===== src/rtl/irq_entry_pkg.sv =====
package irq_entry_pkg;
    localparam int PC_W     = 16;
    localparam int DATA_W   = 8;
    localparam int VEC_W    = 16;
    localparam int LVL_W    = 3;
    localparam int TBL_W    = 8;

    // entry lengths in busy cycles
    localparam int NORM_LEN = 22;
    localparam int FAST_LEN = 6;
    localparam int CNT_W    = $clog2(NORM_LEN);

    // action slots of the normal path (counter values)
    localparam int SLOT_PC_LO = 1;
    localparam int SLOT_PC_HI = 4;
    localparam int SLOT_FLG   = 7;
    localparam int SLOT_RD_HI = 10;
    localparam int SLOT_RD_LO = 13;

    // mode byte field positions
    localparam int MODE_EN_BIT  = 1;
    localparam int MODE_LVL_LSB = 2;

    // reserved table window (word-aligned group of four)
    localparam logic [TBL_W-3:0] RSV_GROUP = 6'h0F;

    typedef enum logic [1:0] {ST_IDLE, ST_NORM, ST_FAST} seq_state_e;

    typedef struct packed {
        logic [PC_W-1:0]   pc;
        logic [DATA_W-1:0] flags;
        logic [PC_W-1:0]   sp;
        logic [TBL_W-1:0]  vec;
    } entry_ctx_t;

    function automatic logic vec_is_legal(input logic [VEC_W-1:0] v);
        return (v[VEC_W-1:TBL_W] == '0) && !v[0] && (v[TBL_W-1:2] != RSV_GROUP);
    endfunction
endpackage


===== src/rtl/irq_req_decode.sv =====
module irq_req_decode
    import irq_entry_pkg::*;
(
    input  logic [LVL_W-1:0]  level,
    input  logic [VEC_W-1:0]  vec,
    input  logic [DATA_W-1:0] mode,
    output logic              use_fast,
    output logic              vec_ok
);
    always_comb begin
        use_fast = mode[MODE_EN_BIT] &&
                   (mode[MODE_LVL_LSB +: LVL_W] == level);
        vec_ok   = vec_is_legal(vec);
    end
endmodule


===== src/rtl/irq_ip_regs.sv =====
module irq_ip_regs
    import irq_entry_pkg::*;
(
    input  logic              clk,
    input  logic              rst,
    input  logic              wr_hi,
    input  logic              wr_lo,
    input  logic [DATA_W-1:0] wdata,
    input  logic              swap_en,
    input  logic [PC_W-1:0]   swap_pc,
    input  logic [DATA_W-1:0] swap_flags,
    output logic [PC_W-1:0]   ip_q,
    output logic [DATA_W-1:0] shadow_q
);
    always_ff @(posedge clk) begin
        if (rst) begin
            ip_q     <= '0;
            shadow_q <= '0;
        end else if (swap_en) begin
            ip_q     <= swap_pc;
            shadow_q <= swap_flags;
        end else begin
            if (wr_hi) ip_q[PC_W-1:DATA_W] <= wdata;
            if (wr_lo) ip_q[DATA_W-1:0]    <= wdata;
        end
    end
endmodule


===== src/rtl/irq_seq_ctrl.sv =====
module irq_seq_ctrl
    import irq_entry_pkg::*;
(
    input  logic              clk,
    input  logic              rst,
    input  logic              req_valid,
    input  logic              req_fast,
    input  logic              req_ok,
    input  entry_ctx_t        ctx_in,
    input  logic [DATA_W-1:0] vec_rdata,
    output entry_ctx_t        ctx_q,
    output logic              busy,
    output logic              stk_we,
    output logic [PC_W-1:0]   stk_addr,
    output logic [DATA_W-1:0] stk_wdata,
    output logic              vec_re,
    output logic [TBL_W-1:0]  vec_addr,
    output logic              pc_load,
    output logic              fast_last,
    output logic [PC_W-1:0]   pc_fetched,
    output logic              sp_load,
    output logic [PC_W-1:0]   sp_new,
    output logic              gie_clr,
    output logic              err
);
    localparam logic [CNT_W-1:0] N_LAST = CNT_W'(NORM_LEN - 1);
    localparam logic [CNT_W-1:0] F_LAST = CNT_W'(FAST_LEN - 1);

    seq_state_e          state;
    logic [CNT_W-1:0]    cnt;
    logic [DATA_W-1:0]   byte_hi, byte_lo;
    logic                at_last;

    always_ff @(posedge clk) begin
        if (rst) begin
            state   <= ST_IDLE;
            cnt     <= '0;
            ctx_q   <= '0;
            byte_hi <= '0;
            byte_lo <= '0;
            err     <= 1'b0;
        end else begin
            err <= 1'b0;
            case (state)
                ST_IDLE: begin
                    cnt <= '0;
                    if (req_valid) begin
                        if (req_fast) begin
                            state <= ST_FAST;
                            ctx_q <= ctx_in;
                        end else if (req_ok) begin
                            state <= ST_NORM;
                            ctx_q <= ctx_in;
                        end else begin
                            err <= 1'b1;
                        end
                    end
                end
                ST_NORM: begin
                    if (cnt == CNT_W'(SLOT_RD_HI + 1)) byte_hi <= vec_rdata;
                    if (cnt == CNT_W'(SLOT_RD_LO + 1)) byte_lo <= vec_rdata;
                    if (cnt == N_LAST) begin
                        state <= ST_IDLE;
                        cnt   <= '0;
                    end else begin
                        cnt <= cnt + 1'b1;
                    end
                end
                ST_FAST: begin
                    if (cnt == F_LAST) begin
                        state <= ST_IDLE;
                        cnt   <= '0;
                    end else begin
                        cnt <= cnt + 1'b1;
                    end
                end
                default: state <= ST_IDLE;
            endcase
        end
    end

    always_comb begin
        busy      = (state != ST_IDLE);
        at_last   = ((state == ST_NORM) && (cnt == N_LAST)) ||
                    ((state == ST_FAST) && (cnt == F_LAST));
        pc_load   = at_last;
        fast_last = at_last && (state == ST_FAST);
        sp_load   = at_last && (state == ST_NORM);
        sp_new    = ctx_q.sp - PC_W'(3);
        pc_fetched = {byte_hi, byte_lo};
        gie_clr   = busy && (cnt == '0);

        stk_we    = 1'b0;
        stk_addr  = '0;
        stk_wdata = '0;
        vec_re    = 1'b0;
        vec_addr  = '0;
        if (state == ST_NORM) begin
            if (cnt == CNT_W'(SLOT_PC_LO)) begin
                stk_we    = 1'b1;
                stk_addr  = ctx_q.sp - PC_W'(1);
                stk_wdata = ctx_q.pc[DATA_W-1:0];
            end
            if (cnt == CNT_W'(SLOT_PC_HI)) begin
                stk_we    = 1'b1;
                stk_addr  = ctx_q.sp - PC_W'(2);
                stk_wdata = ctx_q.pc[PC_W-1:DATA_W];
            end
            if (cnt == CNT_W'(SLOT_FLG)) begin
                stk_we    = 1'b1;
                stk_addr  = ctx_q.sp - PC_W'(3);
                stk_wdata = ctx_q.flags;
            end
            if (cnt == CNT_W'(SLOT_RD_HI)) begin
                vec_re   = 1'b1;
                vec_addr = ctx_q.vec;
            end
            if (cnt == CNT_W'(SLOT_RD_LO)) begin
                vec_re   = 1'b1;
                vec_addr = ctx_q.vec | TBL_W'(1);
            end
        end
    end
endmodule


===== src/rtl/irq_entry_seq.sv =====
module irq_entry_seq
    import irq_entry_pkg::*;
(
    input  logic              clk,
    input  logic              rst,
    input  logic              req_valid,
    input  logic [LVL_W-1:0]  req_level,
    input  logic [VEC_W-1:0]  req_vec,
    input  logic [PC_W-1:0]   pc_in,
    input  logic [DATA_W-1:0] flags_in,
    input  logic [PC_W-1:0]   sp_in,
    input  logic [DATA_W-1:0] mode_val,
    input  logic              ip_wr_hi,
    input  logic              ip_wr_lo,
    input  logic [DATA_W-1:0] ip_wdata,
    output logic [PC_W-1:0]   ip_q,
    output logic [DATA_W-1:0] shadow_flags,
    output logic              stk_we,
    output logic [PC_W-1:0]   stk_addr,
    output logic [DATA_W-1:0] stk_wdata,
    output logic              vec_re,
    output logic [TBL_W-1:0]  vec_addr,
    input  logic [DATA_W-1:0] vec_rdata,
    output logic              busy,
    output logic              pc_load,
    output logic [PC_W-1:0]   pc_new,
    output logic              sp_load,
    output logic [PC_W-1:0]   sp_new,
    output logic              gie_clr,
    output logic              err
);
    logic       use_fast, vec_ok, fast_last;
    entry_ctx_t ctx_in, ctx_q;
    logic [PC_W-1:0] pc_fetched;

    always_comb begin
        ctx_in.pc    = pc_in;
        ctx_in.flags = flags_in;
        ctx_in.sp    = sp_in;
        ctx_in.vec   = req_vec[TBL_W-1:0];
    end

    irq_req_decode u_dec (
        .level    (req_level),
        .vec      (req_vec),
        .mode     (mode_val),
        .use_fast (use_fast),
        .vec_ok   (vec_ok)
    );

    irq_seq_ctrl u_ctrl (
        .clk        (clk),
        .rst        (rst),
        .req_valid  (req_valid),
        .req_fast   (use_fast),
        .req_ok     (vec_ok),
        .ctx_in     (ctx_in),
        .vec_rdata  (vec_rdata),
        .ctx_q      (ctx_q),
        .busy       (busy),
        .stk_we     (stk_we),
        .stk_addr   (stk_addr),
        .stk_wdata  (stk_wdata),
        .vec_re     (vec_re),
        .vec_addr   (vec_addr),
        .pc_load    (pc_load),
        .fast_last  (fast_last),
        .pc_fetched (pc_fetched),
        .sp_load    (sp_load),
        .sp_new     (sp_new),
        .gie_clr    (gie_clr),
        .err        (err)
    );

    irq_ip_regs u_ip (
        .clk        (clk),
        .rst        (rst),
        .wr_hi      (ip_wr_hi),
        .wr_lo      (ip_wr_lo),
        .wdata      (ip_wdata),
        .swap_en    (fast_last),
        .swap_pc    (ctx_q.pc),
        .swap_flags (ctx_q.flags),
        .ip_q       (ip_q),
        .shadow_q   (shadow_flags)
    );

    assign pc_new = fast_last ? ip_q : pc_fetched;
endmodule


===== config.mk =====
export PLATFORM = sky130hd
export DESIGN_NAME = irq_entry_seq
export DESIGN_NICKNAME = d
export VERILOG_FILES = /design/src/rtl/irq_entry_pkg.sv /design/src/rtl/irq_req_decode.sv /design/src/rtl/irq_ip_regs.sv /design/src/rtl/irq_seq_ctrl.sv /design/src/rtl/irq_entry_seq.sv
export SDC_FILE = /design/constraint.sdc
export NUM_CORES = 1
export LEC_CHECK = 0
export ABC_AREA = 1
export ABC_CLOCK_PERIOD_IN_PS = 2100
export BUFFER_PORTS_ARGS = -buffer_cell sky130_fd_sc_hd__buf_2
export CAP_MARGIN = 10
export CORE_MARGIN = 1
export CORE_UTILIZATION = 35
export DETAILED_ROUTE_END_ITERATION = 12
export GPL_TIMING_DRIVEN = 0
export PLACE_DENSITY = 0.66
export REMOVE_ABC_BUFFERS = 1
export SYNTH_ARGS = -nofsm -noshare
export SYNTH_HDL_FRONTEND = slang
export SYNTH_SLANG_ARGS = --single-unit

===== constraint.sdc =====
create_clock -name clk -period 2.1 [get_ports clk]
set_input_delay 0.105 -clock clk [delete_from_list [all_inputs] [get_ports clk]]
set_output_delay 0.105 -clock clk [all_outputs]
set_load 0.01 [all_outputs]

==> results of run 1 <==
==> final cells by class <==
class                           count  area, um2
Fill cell                        1624       7670
Multi-Input combinational cell    699       3680
Sequential cell                    96       1940
Timing Repair Buffer              248       1640
Inverter                          102        433
Tap cell                          216        270
Clock buffer                       11        233
Clock inverter                      5       40.0
Timing Repair inverter              3       26.3
==> sequential cells by signal (all words and copies together), names as in the netlist <==
name / cells
u_ctrl.ctx_q: 48
u_ip.ip_q: 16
u_ctrl.byte_hi: 8
u_ctrl.byte_lo: 8
u_ip.shadow_q: 8
u_ctrl.cnt: 5
u_ctrl.state: 2
u_ctrl.err: 1
==> cell families (layout without fill, tap and decap cells) <==
family          Yosys count  after routing
simple gates            552            553
buf+inv                 140            369
compound gates          123            124
flops                    96             96
fa+ha+maj                13             13
xor+xnor                  9              9
==> per-layer routing <==
layer,global-route usage,vias to the layer above
li1,-,3436
met1,0.311,3165
met2,0.379,234
met3,0.0291,34
met4,0.111,0
met5,0,-
==> placed cells by master, fill, tap and decap left out, types with 8 or more instances in the layout <==
cell type      netlist  final
dfxtp_1             96     85
ha_4                 0      8
buf_12               0      9
nand2_2              4     18
inv_2                6     10
clkbuf_16            0     11
nand2_1            311    290
o21ai_0             44     33
nand3_2              0      8
dfxtp_2              0      8
dlygate4sd3_1        0     22
buf_4                1     33
buf_2               14    177
o21ai_1              3     12
nor2_4               3     13
inv_1               92     80
nand3_1             58     49
a21oi_1             48     45
o211ai_1            17     17
nand4_1             29     29
nor2_1             131    120
==> through the flow <==
| stage | hold WS [ps] | instances | TNS, ps | util |
|---|---|---|---|---|
| 2_1_floorplan | 174 | 895 | -847 | - |
| 3_3_place_gp | 331 | 1289 | -93510 | 0.420 |
| 3_5_place_dp | 330 | 1290 | -92580 | 0.421 |
| 4_1_cts | 0.0869 | 1348 | -171 | 0.474 |
| 5_1_grt | 6.30 | 1380 | -590 | 0.519 |
| 6_report | 7.13 | 1380 | 0 | 0.519 |
==> final timing paths <==
check                        start  cells after the start  slack, ps               end
setup / recovery  u_ctrl.ctx_q[10]                     11          5       stk_addr[7]
hold / removal          req_vec[3]                      3          7   u_ctrl.ctx_q[3]
setup reg to reg   u_ctrl.state[0]                      5        140  u_ctrl.ctx_q[16]
hold reg to reg   u_ip.shadow_q[3]                      2        460  u_ip.shadow_q[3]
==> power by group through the flow <==
stage	clock network [mW]	registers [mW]	logic, mW
floorplan	0	1.95	0.501
global placement	0	1.95	0.805
detailed placement	0	1.95	0.819
CTS	1.62	1.91	0.926
global route	1.70	1.92	1.17
finish	1.59	1.92	1.05
==> repair_timing <==
action	in CTS	in global routing
endpoints found under the setup margin	142	66
resized for setup	40	118
endpoints found under the hold margin	22	0
cloned	2	5
pin swaps	9	34
hold buffers	22	0
setup buffers	18	27
==> worst reg2reg max path, delay by kind of cell, from the launching register on <==
kind	cells	cell delay [ps]
simple gates	3	850
flops	1	350
fa+ha+maj	1	450
buf+inv	1	200
==> qor.yml, run 1 <==
status: "complete, no violations"
cp_slowest_cell: "dfxtp_4"
gp_congestion: 0.814
cts_num_sinks: 96
die_w_um: 130
synth_warnings: 0
clkSlewWorstSetupHoldPaths_ps: 70
synth-simple-area-share: 0.402
grt_usage: 0.235
fmaxAchievable_mhz: 477
ys_types: 31
arrival_ps: 1990
worstHoldPathType: "input port to flip-flop"
place_hpwl_um: 12500
met2_length_um: 9520
tightest_slew_ps: 731
total_power_mw: 4.55
placed_cell_area_um2: 6720
syn_area_um2: 5740
htreeDepth: 3
ant_nets: 0
port_buffers: 178
syn_area_per_cell_um2: 6.15
grt_max_degree: 41
stdcell_area_um2: 8270
drive_gt1_frac: 0.305
p_clk_frac: 0.350
met1_length_um: 9390
cp_max_fo: 7
synth_top_area_share: 0.335
wire_per_inst_um: 14.8
highest_layer: "met4"
insertion_delay_ps: 350
synth_top_family_by_area: "simple AND/OR/NAND/NOR gates"
powerDensity_nw_per_um2: 551
start_util: 0.360
slew_headroom: 0.512
rsz0062_at_grt: "true"
cp_top_family: "simple AND/OR/NAND/NOR gates"
coreArea_um2: 15900
clk_path_buf_depth: 2
p_comb_frac: 0.230
wl_met3_um: 1020
clock_skew_ps: 5.49
ys.flop_type: "dfxtp_1"
via_count: 6869
internal_power_mw: 3.10
root_buffer: "clkbuf_16"
switching_share: 0.319
synth_area_leaders: "dfxtp_1, nand2_1, nor2_1, inv_1, nand3_1"
synthTopCellsByCount: "nand2_1, nor2_1, dfxtp_1"
async_flop_share: 0
yosysMostFrequentCell: "nand2_1"
pre_cts_ws_ps: -1010
post-route-drc-count: 0
io_pins: 183
yosysTopAreaCell: "dfxtp_1"
synth_seq_cells: 96
power_frac_seq: 0.421
period_minus_slack_ps: 2090
fin_nets: 1260
path_cells: "inv_6 -> ha_2 -> nand2_2 -> nand2_4 -> nor2_4 -> buf_4 -> buf_6 -> xor2_2 -> o21ai_1 -> nor2_1 -> buf_2"
finalHoldViolations: 0
synth_compound_area_frac: 0.120
startpoint_type: "flip-flop"
grt_overflow: 0
synth_edf_count: 0
setup_viol: 0
p_switching_mw: 1.45
dieArea_um2: 16900
rows: 46
synthAdderAreaFrac: 0.0283
cts_tree: "yes"
crit_type: "flip-flop to output port"
critical_path_required_ps: 2000
muxShareOfSynthArea: 0
seq_area_frac_synth: 0.335
leakage_nw: 4.11
drv_cap: 0
drt_iter0_markers: 548
crit_path_end_kind: "output port"
netlist_instances: 933
setup_slack_ps: 5.13
slowest_delay_ps: 390
drv_slew: 0
vias_per_cell: 4.98
grt_pass1_wl_um: 30600
synth-xor-area-share: 0.0137
cts_made_buffers: 9
antenna_cells: 0
area_growth_pct: 44.1
vdd_drop_max_mv: 0.373
drt_first_pass_iters: 5
die_h_um: 130
cp.buffers_inverters: 4
grt_pass1_vias: 6155
antenna_found_initial: 0
routed_wl_um: 20500
fin_crit_sh: 0.998
Power figures use the tool's default switching activity.
==> run 2, diff against run 1 <==
--- a/config.mk
+++ b/config.mk
@@ -6,7 +6,7 @@
 export NUM_CORES = 1
 export LEC_CHECK = 0
 export ABC_AREA = 1
-export ABC_CLOCK_PERIOD_IN_PS = 2100
+export ABC_CLOCK_PERIOD_IN_PS = 2600
 export BUFFER_PORTS_ARGS = -buffer_cell sky130_fd_sc_hd__buf_2
 export CAP_MARGIN = 10
 export CORE_MARGIN = 1
==> constraint.sdc (replaced) <==
create_clock -name clk -period 2.6 [get_ports clk]
set_input_delay 0.13 -clock clk [delete_from_list [all_inputs] [get_ports clk]]
set_output_delay 0.13 -clock clk [all_outputs]
set_load 0.01 [all_outputs]
==> run 2 against run 1 <==
Sequential share of layout area grew 3.2 points. Critical path depth decreased by 4. Routed wire length shrank 10%. Highest routed layer unchanged.
==> qor.yml, run 2 (synthesis gave the netlist of run 1 again) <==
status: "complete, no violations"
htreeDepth: 3  # unchanged
drive_gt1_frac: 0.211  # -0.0938
place_hpwl_um: 12500  # unchanged
grt_overflow: 0  # unchanged
cp_slowest_cell: "nor2_2"
final_cells: 1324  # -4.1%
drt_first_pass_iters: 5  # unchanged
crit_path_end_kind: "output port"
fin_util: 0.451  # -0.0677
stdcell_area_um2: 7190  # -13%
via_count: 6464  # -5.9%
grt_usage: 0.218  # -0.0167
coreArea_um2: 15900  # unchanged
antenna_cells: 0  # unchanged
powerDensity_nw_per_um2: 488  # -11%
vdd_drop_max_mv: 0.304  # -18%
cts_tree: "yes"
clkSlewWorstSetupHoldPaths_ps: 70  # about the same
cp.buffers_inverters: 2  # -2
start_util: 0.360  # unchanged
min_from: "sp_in[9]"
cp_top_family: "simple AND/OR/NAND/NOR gates"
post-route-drc-count: 0  # unchanged
cts_num_sinks: 96  # unchanged
arrival_ps: 2340  # +350 ps
grt_pass1_vias: 5767  # -6.3%
die_h_um: 130  # unchanged
grt_pass1_wl_um: 28700  # -6.4%
crit_start: "u_ctrl.cnt[0]"
path_cells: "inv_1 -> ha_1 -> nand4_2 -> nor2_2 -> nand2_1 -> a31oi_1 -> buf_2"
grt_max_degree: 73  # +78%
cts_made_buffers: 9  # unchanged
fin_nets: 1204  # -4.4%
dieArea_um2: 16900  # unchanged
crit_type: "flip-flop to output port"
gp_congestion: 0.814  # unchanged
clock_skew_ps: 7.21  # +1.72 ps
drv_cap: 0  # unchanged
worstHoldPathType: "input port to flip-flop"
ant_nets: 0  # unchanged
fmaxAchievable_mhz: 405
io_pins: 183  # unchanged
rsz0062_at_grt: "true"
die_w_um: 130  # unchanged
top_regs: "u_ctrl.ctx_q x48, u_ip.ip_q x16"
startpoint_type: "flip-flop"
largest_register: "u_ctrl.ctx_q"
fin_crit_sh: 0.950
rows: 46  # unchanged
final_common_cell: "nand2_1"
routed_wl_um: 18400  # -10%
placedCellCount: 1290  # unchanged
tightest_slew_ps: 978  # +247 ps
setup_viol: 0  # unchanged
hold_end: "u_ctrl.ctx_q[17]"
clk_path_buf_depth: 2  # unchanged
port_buffers: 178  # unchanged
insertion_delay_ps: 350  # about the same
wire_per_inst_um: 13.9  # -6.4%
slew_headroom: 0.346  # -0.166
placed_cell_area_um2: 6720  # unchanged
final_cell_mix: "nand2_1, buf_2, nor2_1"
area_growth_pct: 25.3
largest_reg_flops: 48  # unchanged
slowest_delay_ps: 500  # +110 ps
r2r_end: "u_ip.ip_q[10]"
finalHoldViolations: 0  # unchanged
r2r_cells: 9  # +4
cp_max_fo: 8  # +1
total_power_mw: 3.51  # -23%
reg2reg_from: "u_ctrl.state[1]"
root_buffer: "clkbuf_16"
antenna_found_initial: 0  # unchanged
leakage_nw: 3.70  # -10%
period_minus_slack_ps: 2470
vias_per_cell: 4.88  # -1.9%
drv_slew: 0  # unchanged
fill_cells: 1757  # +8.2%
drt_iter0_markers: 543  # -0.91%
r2r_setup_slack_ps: 250  # +110 ps
critical_path_required_ps: 2470  # +470 ps
holdPathStages: 3  # unchanged
finalSetupTns_ps: 0  # unchanged
[run 2: cell types whose count changed in the layout (fill, tap and decap cells not counted), sizes merged]
cell,before,now
dlygate4sd3,22,7
buf,224,188
inv,101,100
clkbuf,13,11
clkinv,6,3
clkinvlp,3,4
[run 2: final cells by class]
| class | count | area (um2) | area share |
|---|---|---|---|
| tap | 216 | 270 | 0.0376 |
| multi-input combinational | 699 | 3290 | 0.457 |
| timing repair buffer | 195 | 1050 | 0.146 |
| clock buffer | 11 | 233 | 0.0324 |
| clock inverter | 5 | 40.0 | 0.00557 |
| inverter | 102 | 390 | 0.0543 |
| sequential | 96 | 1920 | 0.267 |
[run 2: worst min-delay path, cell delays in order]
cell	delay (ps)
buf_2	80
nor2_1	30
nor2_1	80
[run 2: what timing repair did]
action | 4_1_cts | 5_1_grt
setup buffers | 1 | 8
hold buffers | 7 | 0
resized for setup | 7 | 3
hold endpoints to repair | 7 | 0
setup endpoints to repair | 123 | 27
cloned | 1 | 1
pin swaps | 3 | 2
[run 2: worst max-delay path by stage]
| stage | slack, ps | cells after the start | end |
|---|---|---|---|
| after global placement | -540 | 8 | u_ip.ip_q[15] |
| after CTS | 30 | 11 | stk_addr[9] |
| after detailed placement | -510 | 8 | u_ip.ip_q[15] |
| after global routing | -10 | 7 | stk_wdata[0] |
| after floorplan | 450 | 8 | u_ip.ip_q[0] |
| final | 130 | 7 | stk_wdata[0] |
[run 2: per-layer routing]
layer	up-vias	GRT usage	share of wire
met3	18	0.0258	0.049
met4	0	0.0800	0.018
met5	-	0	0
met1	2934	0.298	0.47
li1	3314	-	-
met2	198	0.351	0.46
[run 2: metrics by stage]
step / setup WS, ps / hold slack, ps
floorplan: 447 / 199
global placement: -543 / 356
detailed placement: -513 / 355
CTS: 32.1 / 1.27
global route: -9.68 / 8.21
finish: 130 / 4.81
[run 2: power breakdown]
part           internal [mW]  total, mW  switching (mW)
Clock                  0.657       1.28           0.619
Sequential              1.51       1.54          0.0353
Combinational          0.245      0.687           0.442
==> run 3, diff against run 2 <==
--- a/config.mk
+++ b/config.mk
@@ -13,7 +13,7 @@
 export CORE_UTILIZATION = 35
 export DETAILED_ROUTE_END_ITERATION = 12
 export GPL_TIMING_DRIVEN = 0
-export PLACE_DENSITY = 0.66
+export PLACE_DENSITY = 0.7
 export REMOVE_ABC_BUFFERS = 1
 export SYNTH_ARGS = -nofsm -noshare
 export SYNTH_HDL_FRONTEND = slang
==> run 3 against run 2 <==
First-iteration DRC count is 30% lower. Sequential cell count stayed put. Non-clock buffer count is 3 higher. Hold slack better by 12 ps. Power is 2.7% higher. Final cell count is 0.23% higher. Global-route usage is 0.91 points lower. Sequential power hardly changed. Clock skew is 2.0 ps lower.
==> qor.yml, run 3 (synthesis gave the netlist of run 1 again) <==
fmaxAchievable_mhz: 410  # +1.3%
crit_type: "flip-flop to output port"
via_count: 6447  # -0.26%
slowest_delay_ps: 410  # -90 ps
antenna_found_initial: 0  # unchanged
fin_crit_sh: 0.938  # -0.0119
htreeDepth: 3  # unchanged
cts_tree: "yes"
cts_num_sinks: 96  # unchanged
largest_reg_flops: 48  # unchanged
grt_pass1_wl_um: 27600  # -3.9%
fin_util: 0.454  # +0.00306
holdWs_ps: 16.7  # +11.9 ps
setup_viol: 0  # unchanged
cp_slowest_cell: "dfxtp_1"
die_h_um: 130  # unchanged
clk_path_buf_depth: 2  # unchanged
placed_cell_area_um2: 6720  # unchanged
clock_skew_ps: 5.22  # -2.00 ps
final_common_cell: "nand2_1"
coreArea_um2: 15900  # unchanged
grt_usage: 0.209  # -0.00909
finalSetupTns_ps: 0  # unchanged
arrival_ps: 2310  # -30 ps
critical_path_required_ps: 2470  # about the same
final_cell_mix: "nand2_1, buf_2, nor2_1"
clkSlewWorstSetupHoldPaths_ps: 70  # about the same
grt_max_degree: 73  # unchanged
period_minus_slack_ps: 2440  # -31.1 ps
total_power_mw: 3.60  # +2.7%
leakage_nw: 3.74  # +1.1%
finalHoldViolations: 0  # unchanged
drt_iter0_markers: 379  # -30%
vias_per_cell: 4.86  # -0.49%
status: "complete, no violations"
cts_made_buffers: 9  # unchanged
fin_nets: 1207  # +0.25%
r2r_cells: 9  # unchanged
crit_path_end_kind: "output port"
place_hpwl_um: 12300  # -1.7%
drt_first_pass_iters: 5  # unchanged
drv_slew: 0  # unchanged
rsz0062_at_grt: "false"
rows: 46  # unchanged
powerDensity_nw_per_um2: 498  # +2.0%
top_regs: "u_ctrl.ctx_q x48, u_ip.ip_q x16"
start_util: 0.360  # unchanged
grt_pass1_vias: 5494  # -4.7%
gp_congestion: 0.865  # +6.3%
drive_gt1_frac: 0.209  # -0.00237
path_cells: "inv_1 -> ha_1 -> nand4_2 -> clkinv_1 -> nand2_1 -> nand3_1 -> a21oi_1 -> buf_2"
drv_cap: 0  # unchanged
io_pins: 183  # unchanged
reg2reg_from: "u_ctrl.state[1]"
grt_overflow: 0  # unchanged
vdd_drop_max_mv: 0.299  # -1.7%
routed_wl_um: 18200  # -0.96%
worstHoldPathType: "input port to flip-flop"
insertion_delay_ps: 350  # about the same
dieArea_um2: 16900  # unchanged
port_buffers: 178  # unchanged
startpoint_type: "flip-flop"
holdPathStages: 3  # unchanged
largest_register: "u_ctrl.ctx_q"
crit_start: "u_ctrl.cnt[0]"
tightest_slew_ps: 907  # -70.7 ps
root_buffer: "clkbuf_16"
antenna_cells: 0  # unchanged
ant_nets: 0  # unchanged
min_from: "req_vec[0]"
area_growth_pct: 26.2
die_w_um: 130  # unchanged
post-route-drc-count: 0  # unchanged
slew_headroom: 0.393  # +0.0473
wire_per_inst_um: 13.7  # -1.2%
stdcell_area_um2: 7240  # +0.68%
cp_max_fo: 9  # +1
-- run 3: cell count changes in the layout (fill, tap and decap cells not counted) --
cell / before / now
nand2_2: 5 / 4
clkinv_1: 2 / 3
clkinv_4: 0 / 1
bufinv_16: 0 / 1
buf_4: 9 / 8
clkinvlp_4: 4 / 0
clkbuf_1: 2 / 1
clkinv_2: 1 / 3
nand2_1: 310 / 311
dlygate4sd3_1: 7 / 11
-- run 3: cell type report --
type,instances,area (um2)
tap,216,270
sequential,96,1920
timing repair buffer,198,1080
clock buffer,10,229
inverter,102,387
multi-input combinational,699,3290
clock inverter,6,66.3
fill,1753,8700
-- run 3: power by group --
part	total, mW	internal (mW)	switching (mW)	leakage, nW
Clock	1.36	0.753	0.611	0.147
Sequential	1.54	1.51	0.0353	0.778
Combinational	0.695	0.248	0.446	2.81
Total	3.60	2.51	1.09	3.74
-- run 3: per-layer routing --
layer  vias to the layer above  share of wire  routed length [um]  track usage
met3                        16          0.047                 848       0.0377
met2                       199           0.46                8420        0.333
met4                         0          0.011                 197       0.0499
li1                       3325              -                   -            -
met1                      2907           0.48                8730        0.291
met5                         -              0                   0            0
-- run 3: worst max-delay path: cells and delay by family (launching register included) --
kind | cells | cell delay [ps]
simple gates | 3 | 440
compound gates | 1 | 230
fa+ha+maj | 1 | 240
buf+inv | 3 | 640
flops | 1 | 410
-- run 3: repair_timing --
item                                    4_1_cts  5_1_grt
endpoints found under the setup margin      123       18
hold buffers                                 11        0
setup buffers                                 1        7
resized for setup                             7        1
pin swaps                                     2        2
hold endpoints to repair                     11        0
gates cloned                                  1        1
-- run 3: final timing paths --
kind / to / slack, ps
max: stk_addr[6] / 160
min: u_ctrl.ctx_q[0] / 20
max reg2reg: u_ip.ip_q[8] / 320
min reg2reg: u_ip.shadow_q[3] / 460
-- run 3: per-stage QoR --
step | std cells | setup slack [ps]
3_3_place_gp | 1289 | -584
2_1_floorplan | 895 | 447
3_5_place_dp | 1290 | -521
6_report | 1327 | 161
4_1_cts | 1319 | 29.8
5_1_grt | 1327 | 13.7
